## src/rtl/dual_issue_pairer.sv

```systemverilog
module dual_issue_pairer #(
  parameter int CLS_W  = 3,
  parameter int LOCK_W = 5
) (
  input  logic              clk,
  input  logic              rst_n,
  input  logic              old_vld,
  input  logic [CLS_W-1:0]  old_cls,
  input  logic [LOCK_W-1:0] old_lock,
  input  logic              yng_vld,
  input  logic [CLS_W-1:0]  yng_cls,
  output logic              grant_old,
  output logic              grant_yng,
  output logic              stall
);
  localparam logic [CLS_W-1:0] C_MT = CLS_W'(0);
  localparam logic [CLS_W-1:0] C_EX = CLS_W'(1);
  localparam logic [CLS_W-1:0] C_BR = CLS_W'(2);
  localparam logic [CLS_W-1:0] C_LS = CLS_W'(3);
  localparam logic [CLS_W-1:0] C_FE = CLS_W'(4);
  localparam logic [CLS_W-1:0] C_CO = CLS_W'(5);
  localparam logic [LOCK_W-1:0] ONE = LOCK_W'(1);

  function automatic logic serial(input logic [CLS_W-1:0] c);
    return c >= C_CO;
  endfunction

  function automatic logic clash(input logic [CLS_W-1:0] a, input logic [CLS_W-1:0] b);
    logic int_a, int_b, br_a, br_b, ls_a, ls_b;
    int_a = (a == C_EX) || (a == C_BR);
    int_b = (b == C_EX) || (b == C_BR);
    br_a  = (a == C_BR) || (a == C_LS);
    br_b  = (b == C_BR) || (b == C_LS);
    ls_a  = (a == C_LS);
    ls_b  = (b == C_LS);
    if (a == C_MT || b == C_MT) return 1'b0;
    if (int_a && int_b) return 1'b1;
    if (br_a && br_b) return 1'b1;
    if (ls_a && ls_b) return 1'b1;
    if (a == C_FE && b == C_FE) return 1'b1;
    return 1'b0;
  endfunction

  logic [LOCK_W-1:0] lock_cnt;
  logic              locked;
  logic              pair_ok;
  logic              lock_start;

  assign locked    = lock_cnt != '0;
  assign stall     = locked;
  assign pair_ok   = !serial(old_cls) && !serial(yng_cls) && !clash(old_cls, yng_cls);
  assign grant_old = !locked && old_vld;
  assign grant_yng = grant_old && yng_vld && pair_ok;
  assign lock_start = grant_old && serial(old_cls) && (old_lock > ONE);

  always_ff @(posedge clk or negedge rst_n) begin
    if (!rst_n)          lock_cnt <= '0;
    else if (locked)     lock_cnt <= lock_cnt - ONE;
    else if (lock_start) lock_cnt <= old_lock - ONE;
  end
endmodule

```

## config.mk

```make
export PLATFORM = sky130hd
export DESIGN_NAME = dual_issue_pairer
export DESIGN_NICKNAME = d
export VERILOG_FILES = /design/src/rtl/dual_issue_pairer.sv
export SDC_FILE = /design/constraint.sdc
export NUM_CORES = 1
export LEC_CHECK = 0
export ABC_AREA = 1
export BUFFER_PORTS_ARGS = -buffer_cell sky130_fd_sc_hd__buf_2
export CORE_AREA = 2 2 39 41
export DETAILED_ROUTE_END_ITERATION = 8
export DIE_AREA = 0 0 41 43
export HOLD_SLACK_MARGIN = 0.06
export PLACE_DENSITY_LB_ADDON = 0.25
export SLEW_MARGIN = 40
export SYNTH_ARGS = -nofsm -noshare
export SYNTH_HDL_FRONTEND = slang
export SYNTH_SLANG_ARGS = --single-unit
```

## constraint.sdc

```tcl
create_clock -name clk -period 1.6 [get_ports clk]
set_input_delay 0.32 -clock clk [delete_from_list [all_inputs] [get_ports clk]]
set_output_delay 0.32 -clock clk [all_outputs]
set_load 0.05 [all_outputs]
```

Word-level counts from Yosys, hierarchy flattened
Index checks and enable logic that the tools add are counted.
{ "totals": {"wordCells": 65, "input_bits": 15, "ff_bits": 5} }
{ "classes": {"n_lt_le_gt_ge": 3, "n_reduce_logical": 24, "eq_ne": 8, "addsub": 2, "n_mux": 27} }
{ "ops": {"columns": ["op", "n"], "rows": [
  ["2-to-1 mux 1 bit", 25],
  ["== test 3 x 2 -> 1 bit, second input constant", 4],
  ["logical AND 1 bit", 11],
  ["2-to-1 mux 5 bit", 2],
  ["subtractor 5 x 1 -> 5 bit, second input constant", 2],
  ["== test 3 x 1 -> 1 bit, second input constant", 2],
  ["== test 3 bit, second input constant", 2],
  [">= comparator 3 bit, second input constant", 2],
  ["logical NOT 3 bit", 2],
  ["greater-than comparator 5 x 1 -> 1 bit, second input constant", 1],
  ["logical OR 1 bit", 5],
  ["nonzero test 5 bit", 1],
  ["logical NOT 1 bit", 4],
  ["nonzero test 2 bit", 1]
]} }

Depth between registers and ports, before layout
Gate-level depths: netlist of the first run.
{ "logic_depth": {"ltp_word": 22, "mapped_depth": 10, "ltp_nobuf": 10} }

Least setup slack after synthesis of the first run
Ideal clock, no wire load.
{ "synth_path": {"kind": "flip-flop to output port", "startpoint": "register lock_cnt[0]", "endpoint": "output grant_yng", "path_stages_with_launch": 9, "arrival_ns": 1.882, "slack_ns": -0.602, "cell_sequence": "dfrtp_1 inv_1 ha_1 inv_1 nor2_2 nand2_4 nor2_4 nand3_2 a21oi_2"} }
{ "synth_between": {"elab_chain_len": 5} }
{ "synth_rtl": {"columns": ["item", "line_no", "source"], "rows": [
  ["from (decl)", "44", "logic [LOCK_W-1:0] lock_cnt;"],
  ["from (signal assigned)", "58", "else if (locked) lock_cnt <= lock_cnt - ONE;"],
  ["from (signal assigned)", "59", "else if (lock_start) lock_cnt <= old_lock - ONE;"],
  ["nonzero test 5 bit", "49", "assign locked = lock_cnt != '0;"],
  ["net stall", "14", "output logic stall"],
  ["logical NOT 1 bit", "52", "assign grant_old = !locked && old_vld;"],
  ["logical AND 1 bit", "52", null],
  ["net grant_old", "12", "output logic grant_old,"],
  ["logical AND 1 bit (2 in a row)", "53", "assign grant_yng = grant_old && yng_vld && pair_ok;"],
  ["to (decl)", "13", "output logic grant_yng,"]
]} }
The timed path passes the listed nets, and every way through them passes these cells.

Worst setup path after layout of the first run
{ "layout_path": {"startpoint": "register lock_cnt[0]", "endpoint": "output grant_yng"} }
{ "layout_between": {"elab_chain_len": 5} }
{ "layout_rtl": {"columns": ["item", "line_no"], "rows": [
  ["nonzero test 5 bit", "49"],
  ["logical NOT 1 bit", "52"],
  ["logical AND 1 bit", "52"],
  ["logical AND 1 bit (2 in a row)", "53"]
]} }
Every way passes these cells.

==> flow_summary.ini, run 1 <==
[clock_tree]
cts_root_buf = clkbuf_4
cts_buffers = 3
cts_sinks = 5
cts_htree_levels = 1
clkLatencyLatePin_ns = 0.24
max-clock-path-buffers = 2
clkTransAtPathRegs_ns = 0.04
cts_tree = built

[die]
ioPinCount = 18
rows = 14
die_h_um = 43
design.die.area_um2 = 1763
initial_utilization = 0.4231
die_width_um = 41
core_area_um2 = 1384

[sta]
drv_slew = 0
rsz0062_at_grt = yes
setup_ws_ns = -0.2508
period_needed_ns = 1.851
hold_viol_final = 0
period_share = 1.157
max_freq_mhz = 540.3
hold_ws_ns = 0.3937
tns_ns = -0.5664
setup_viol = 3
worst-slew-pin-transition_ns = 0.2731
relSlewSlack = 0.8177
finClkSkew_ns = 0.0006710

[yosys]
syn-cell-area_um2 = 585.6
synth_compound_area_frac = 0.07051
synth_mux_area_frac = 0
synth.area.top_cells = dfrtp_1 (21%), nand2_1 (16%), inv_1 (12%), nand3_1 (11%), ha_1 (8.5%)
syn_nets = 115
ys_warn_count = 0
ys_types = 19
synth_area_per_cell_um2 = 6.100
synth_top_family_by_area = simple AND/OR/NAND/NOR gates
yosysSeqAreaShare = 0.2137
synthAdderAreaFrac = 0.08547
ys_seq_elements = 5
synth-simple-area-share = 0.4744
synthCells = 96
yosysTopAreaCellShare = 0.2137
synthXorXnorAreaFrac = 0.01496
synth_top_area_cell = dfrtp_1

[global_route]
antenna_found_initial = 0
grt_pass1_wl_um = 2290
grt_max_degree = 9
grt_use_met1 = 0.2328
grt_util_met3 = 0.03141
track_usage = 0.1879
busiest_layer = met2
grt_pass1_vias = 624
use_met2 = 0.3031
overflow = 0

[setup_path]
critPathMaxFanout = 2
endpoint_kind = output port
critPathKind = reg2out
path_buf_inv = 3
worstPathArrival_ns = 1.53
worstSetupStartpointType = flip-flop
required_ns = 1.28
slowest_delay_ns = 0.38
worst_path_max_delay_cell = dfrtp_1
cp_cell_sequence = inv_2 > ha_4 > inv_2 > nor2_4 > nand2_8 > nor2_4 > nand3_2 > a21oi_4 > buf_6
cp_top_family = flip-flops

[finish]
largest_register = lock_cnt
final_cell_mix = nand2_1 (25), inv_1 (15), buf_2 (14)
fin_cells = 145
largest_reg_flops = 5
drive_above_1_share = 0.3876
area_growth_pct = 48.50
seqCellArea_um2 = 125.1
multi_input_area_um2 = 411.6
fillers = 130
top_regs = lock_cnt (5)
nets = 149
layout_commonest_cell = nand2_1
finish.utilization = 0.6284
diodes = 0

[route]
vias_per_cell = 4.579
drt_iter0_drc = 7
final_antenna_net_count = 0
first_pass_iters = 4
num_vias = 664
wl_per_cell_um = 9.407
routed_wl_um = 1364
remaining_drc_errors = 0

[pwr]
power.leakage_uw = 0.0004897
powerDensity_nw_per_um2 = 1498
p_total_uw = 1302
ir_worst_vdd_mv = 0.7431

[run_status]
violations = setup timing
status = complete, but fails checks

[placed_design]
place.gp.congestion = 0.6962
port-buffer-count = 17
dp.cells = 137
dpl.hpwl_um = 1132

[hold_path]
hold_class = in2reg

[job]
maxCapViolCount = 0
[per-stage QoR]
stage                     worst slack, ns  cell area, µm²
after global placement            -0.1120           784.5
after global routing              -0.3286           869.6
after CTS                         -0.2526           869.6
after floorplan                   -0.4397           619.3
after detailed placement          -0.1483           784.5
final                             -0.2508           869.6
[logic make-up after synthesis]
family / count (synthesis)
AOI/OAI and AO/OA: 7
xor gates and xnor gates: 1
adders and majority gates: 4
buffers and inverters: 22
DFF: 5
and+or+nand+nor: 57
[area by class of cell]
type,instances,share of cell area
clock buffer,4,0.03022
timing repair buffer,29,0.2345
inverter,22,0.09496
sequential,5,0.1439
multi-input combinational,69,0.4734
tap,16,0.02302
[worst paths after layout]
kind                            slack [ns]                     from  cells past startpoint                 endpoint
worst max-delay path                 -0.25  lock_cnt[0]$_DFFE_PN0P_                      9                grant_yng
worst min-delay path                  0.39              old_lock[0]                      4  lock_cnt[0]$_DFFE_PN0P_
worst max register to register        0.25  lock_cnt[0]$_DFFE_PN0P_                      9  lock_cnt[1]$_DFFE_PN0P_
worst min register to register        0.53  lock_cnt[0]$_DFFE_PN0P_                      2  lock_cnt[0]$_DFFE_PN0P_
max in group asynchronous             1.04                    rst_n                      2  lock_cnt[4]$_DFFE_PN0P_
min in group asynchronous             0.43                    rst_n                      2  lock_cnt[3]$_DFFE_PN0P_
[synth_stat cells]
library cell and count:
a21oi_2 1, nor3_2 1, nand3_1 13, inv_2 4, ha_1 4, inv_1 18
o21bai_1 1, nor2_2 3, dfrtp_1 5, nor2_4 2, nand2_2 2, o21ai_0 1
a21oi_1 1, nand3_2 1, nor2_1 9, nand2_1 25, nand2_4 1, o21ai_1 3
xor2_1 1
[per-layer routing]
metal / part of all wire / wire length, µm
met5: 0 / 0
met3: 0.020 / 27
met4: 0.010 / 14
met1: 0.42 / 570
met2: 0.55 / 753
[repair_timing]
item | CTS | global route
endpoints found under the setup margin | 3 | 3
hold endpoints to repair | 5 | 0
hold buffers | 1 | 0
buffers inserted | 3 | 1
resized for setup | 8 | 1
pin swaps | 4 | 0
[report_power, final]
part | total [µW] | internal (µW) | leakage, µW | switching (µW)
Combinational | 912 | 410 | 0.000415 | 503
Sequential | 245 | 197 | 0.0000597 | 47.7
Clock | 145 | 94.2 | 0.0000150 | 50.5
Total | 1300 | 701 | 0.000490 | 601
[tightest hold or removal path: stages]
cell and delay (ns):
buf_2 0.11, o21ai_1 0.07, nand2_1 0.06, nand2_1 0.04
No activity file was read; power rests on OpenSTA's default activity.
==> run 2: changes to the inputs <==
--- a/config.mk
+++ b/config.mk
@@ -5,7 +5,6 @@
 export SDC_FILE = /design/constraint.sdc
 export NUM_CORES = 1
 export LEC_CHECK = 0
-export ABC_AREA = 1
 export BUFFER_PORTS_ARGS = -buffer_cell sky130_fd_sc_hd__buf_2
 export CORE_AREA = 2 2 39 41
 export DETAILED_ROUTE_END_ITERATION = 8
==> flow_summary.ini, run 2 <==
[setup_path]
cp_cell_sequence = inv_2 > ha_4 > nand2b_4 > nor3_4 > buf_4 > inv_2 > nor2_4 > buf_6
worst_path_max_delay_cell = dfrtp_1
reg2reg_slack_ns = 0
rr_worst_depth = 8
critPathMaxFanout = 7
worstSetupStartpointType = flip-flop
regToRegStartpoint = lock_cnt[1]$_DFFE_PN0P_
cp_top_family = buffers and inverters
required_ns = 1.28
worstPathArrival_ns = 1.48
slowest_delay_ns = 0.38
crit_cells = 8
endpoint = grant_old
crit_path_frequent_cell = inv_2
critPathKind = reg2out
rr_endpoint = lock_cnt[1]$_DFFE_PN0P_
path_buf_inv = 4
endpoint_kind = output port
startpoint = lock_cnt[1]$_DFFE_PN0P_

[finish]
largest_reg_flops = 5
final_cell_mix = buf_2 (14), buf_4 (14)
fillers = 130
drive_above_1_share = 0.4574
final_cell_area_um2 = 775.7
diodes = 0
area_growth_pct = 58.16
nets = 114
top_regs = lock_cnt (5)
fin_cells = 110
largest_register = lock_cnt

[clock_tree]
cts_tree = built
cts_buffers = 3
max-clock-path-buffers = 2
cts_sinks = 5
cts_root_buf = clkbuf_4
cts_setup_buffers = 0
clkTransAtPathRegs_ns = 0.04
cts_htree_levels = 1
clkLatencyLatePin_ns = 0.25

[run_status]
violations = setup timing
status = complete, but fails checks

[die]
design.die.area_um2 = 1763
core_area_um2 = 1384
die_h_um = 43
ioPinCount = 18
die_width_um = 41
initial_utilization = 0.3544
rows = 14

[yosys]
ys.flop_type = dfrtp_1
synth.area.top_cells = dfrtp_1 (26%), ha_1 (10%), a21oi_1 (6.1%), inv_1 (5.4%), xor2_1 (5.4%)
synth-edff-count = 0
ys_warn_count = 0
synth_area_per_cell_um2 = 8.313
synth_top_area_cell = dfrtp_1
syn-cell-area_um2 = 490.5
yosysSeqAreaShare = 0.2551
ys_seq_elements = 5
synthTopCellsByCount = inv_1 (7), a21oi_1 (6), nor2_1 (6)
yosysTopAreaCellShare = 0.2551
syn_nets = 78
async_reset_ff_frac = 1.000
yosysMostFrequentCell = inv_1
synthCells = 59
ys_types = 24

[sta]
hold_ws_ns = 0.3882
setup_viol = 3
hold_viol_final = 0
relSlewSlack = 0.8183
period_needed_ns = 1.804
tns_ns = -0.5660
max_freq_mhz = 554.2
drv_slew = 0
rsz0062_at_grt = yes
finClkSkew_ns = 0.0002073
period_share = 1.128
setup_ws_ns = -0.2043
worst-slew-pin-transition_ns = 0.2697

[global_route]
grt_max_degree = 8
grt_pass1_vias = 534
track_usage = 0.1758
grt_pass1_wl_um = 2001
antenna_found_initial = 0
overflow = 0

[pwr]
ir_worst_vdd_mv = 0.6812
powerDensity_nw_per_um2 = 1303
p_total_uw = 1011
power.leakage_uw = 0.0003788

[placed_design]
dp.cells = 105
place_area_um2 = 724.4
place.gp.congestion = 0.7129
port-buffer-count = 17
dpl.hpwl_um = 1055

[job]
maxCapViolCount = 0

[route]
wl_per_cell_um = 10.98
drt_iter0_drc = 6
remaining_drc_errors = 0
final_antenna_net_count = 0
num_vias = 529
vias_per_cell = 4.809
routed_wl_um = 1208
first_pass_iters = 4

[hold_path]
hold_class = in2reg
worstHoldPathCells = 3
-- run 2: cell types whose count changed after synthesis, sizes merged, moves of 3 or more --
cell / before / now
nand2: 28 / 4
inv: 22 / 8
nand3: 14 / 2
nor2: 14 / 6
a21oi: 2 / 6
nor3: 1 / 4
-- run 2: layer usage --
metal  part of all wire  track usage  vias up
met5                  0            0        -
met4              0.029       0.1200        0
met3              0.020      0.03141        5
met2               0.59       0.3094       10
met1               0.36       0.1672      238
li1                   -            -      276
-- run 2: cell families after synthesis --
kind of cell	share of synthesized area
adders and majority gates	0.1020
buffers and inverters	0.06123
muxes	0.02041
DFF	0.2551
and+or+nand+nor	0.2398
xor gates and xnor gates	0.07144
AOI/OAI and AO/OA	0.2500
-- run 2: worst min path at each step --
| stage | start | endpoint | slack, ns |
|---|---|---|---|
| 2_1_floorplan | rst_n | lock_cnt[0]$_DFFE_PN0P_ | 0.02 |
| 6_report | old_lock[0] | lock_cnt[0]$_DFFE_PN0P_ | 0.39 |
| 4_1_cts | old_lock[0] | lock_cnt[0]$_DFFE_PN0P_ | 0.39 |
| 3_3_place_gp | rst_n | lock_cnt[2]$_DFFE_PN0P_ | 0.14 |
| 3_5_place_dp | rst_n | lock_cnt[3]$_DFFE_PN0P_ | 0.14 |
| 5_1_grt | old_lock[0] | lock_cnt[0]$_DFFE_PN0P_ | 0.41 |
-- run 2: timing repair --
action,4_1_cts,5_1_grt
endpoints found under the setup margin,4,5
hold buffers,1,0
pin swaps,2,0
resized for setup,5,0
endpoints found under the hold margin,5,0
-- run 2: metrics by stage --
step,util,setup WS (ns)
floorplan,-,-0.1459
global placement,0.5235,-0.02869
detailed placement,0.5235,-0.06695
CTS,0.5606,-0.2191
global route,0.5606,-0.2786
finish,0.5606,-0.2043
-- run 2: final cells by class --
type | count | area (µm²) | share of cell area
Timing Repair Buffer | 31 | 207.7 | 0.2677
Inverter | 8 | 30.03 | 0.03871
Tap cell | 16 | 20.02 | 0.02581
Clock buffer | 4 | 26.28 | 0.03387
Multi-Input combinational cell | 46 | 366.6 | 0.4726
Sequential cell | 5 | 125.1 | 0.1613
-- run 2: worst reg2reg max path, cell delays in order (launching register included) --
cell and delay [ns]:
dfrtp_1 0.38, inv_2 0.08, ha_4 0.14, nand2b_4 0.06
nor3_4 0.12, buf_4 0.17, inv_2 0.06, buf_4 0.15
o311a_1 0.33
-- run 2: power by group --
group          internal (µW)  switching (µW)
Combinational            315             292
Sequential               196            57.6
Clock                   94.5            55.4
Total                    605             405
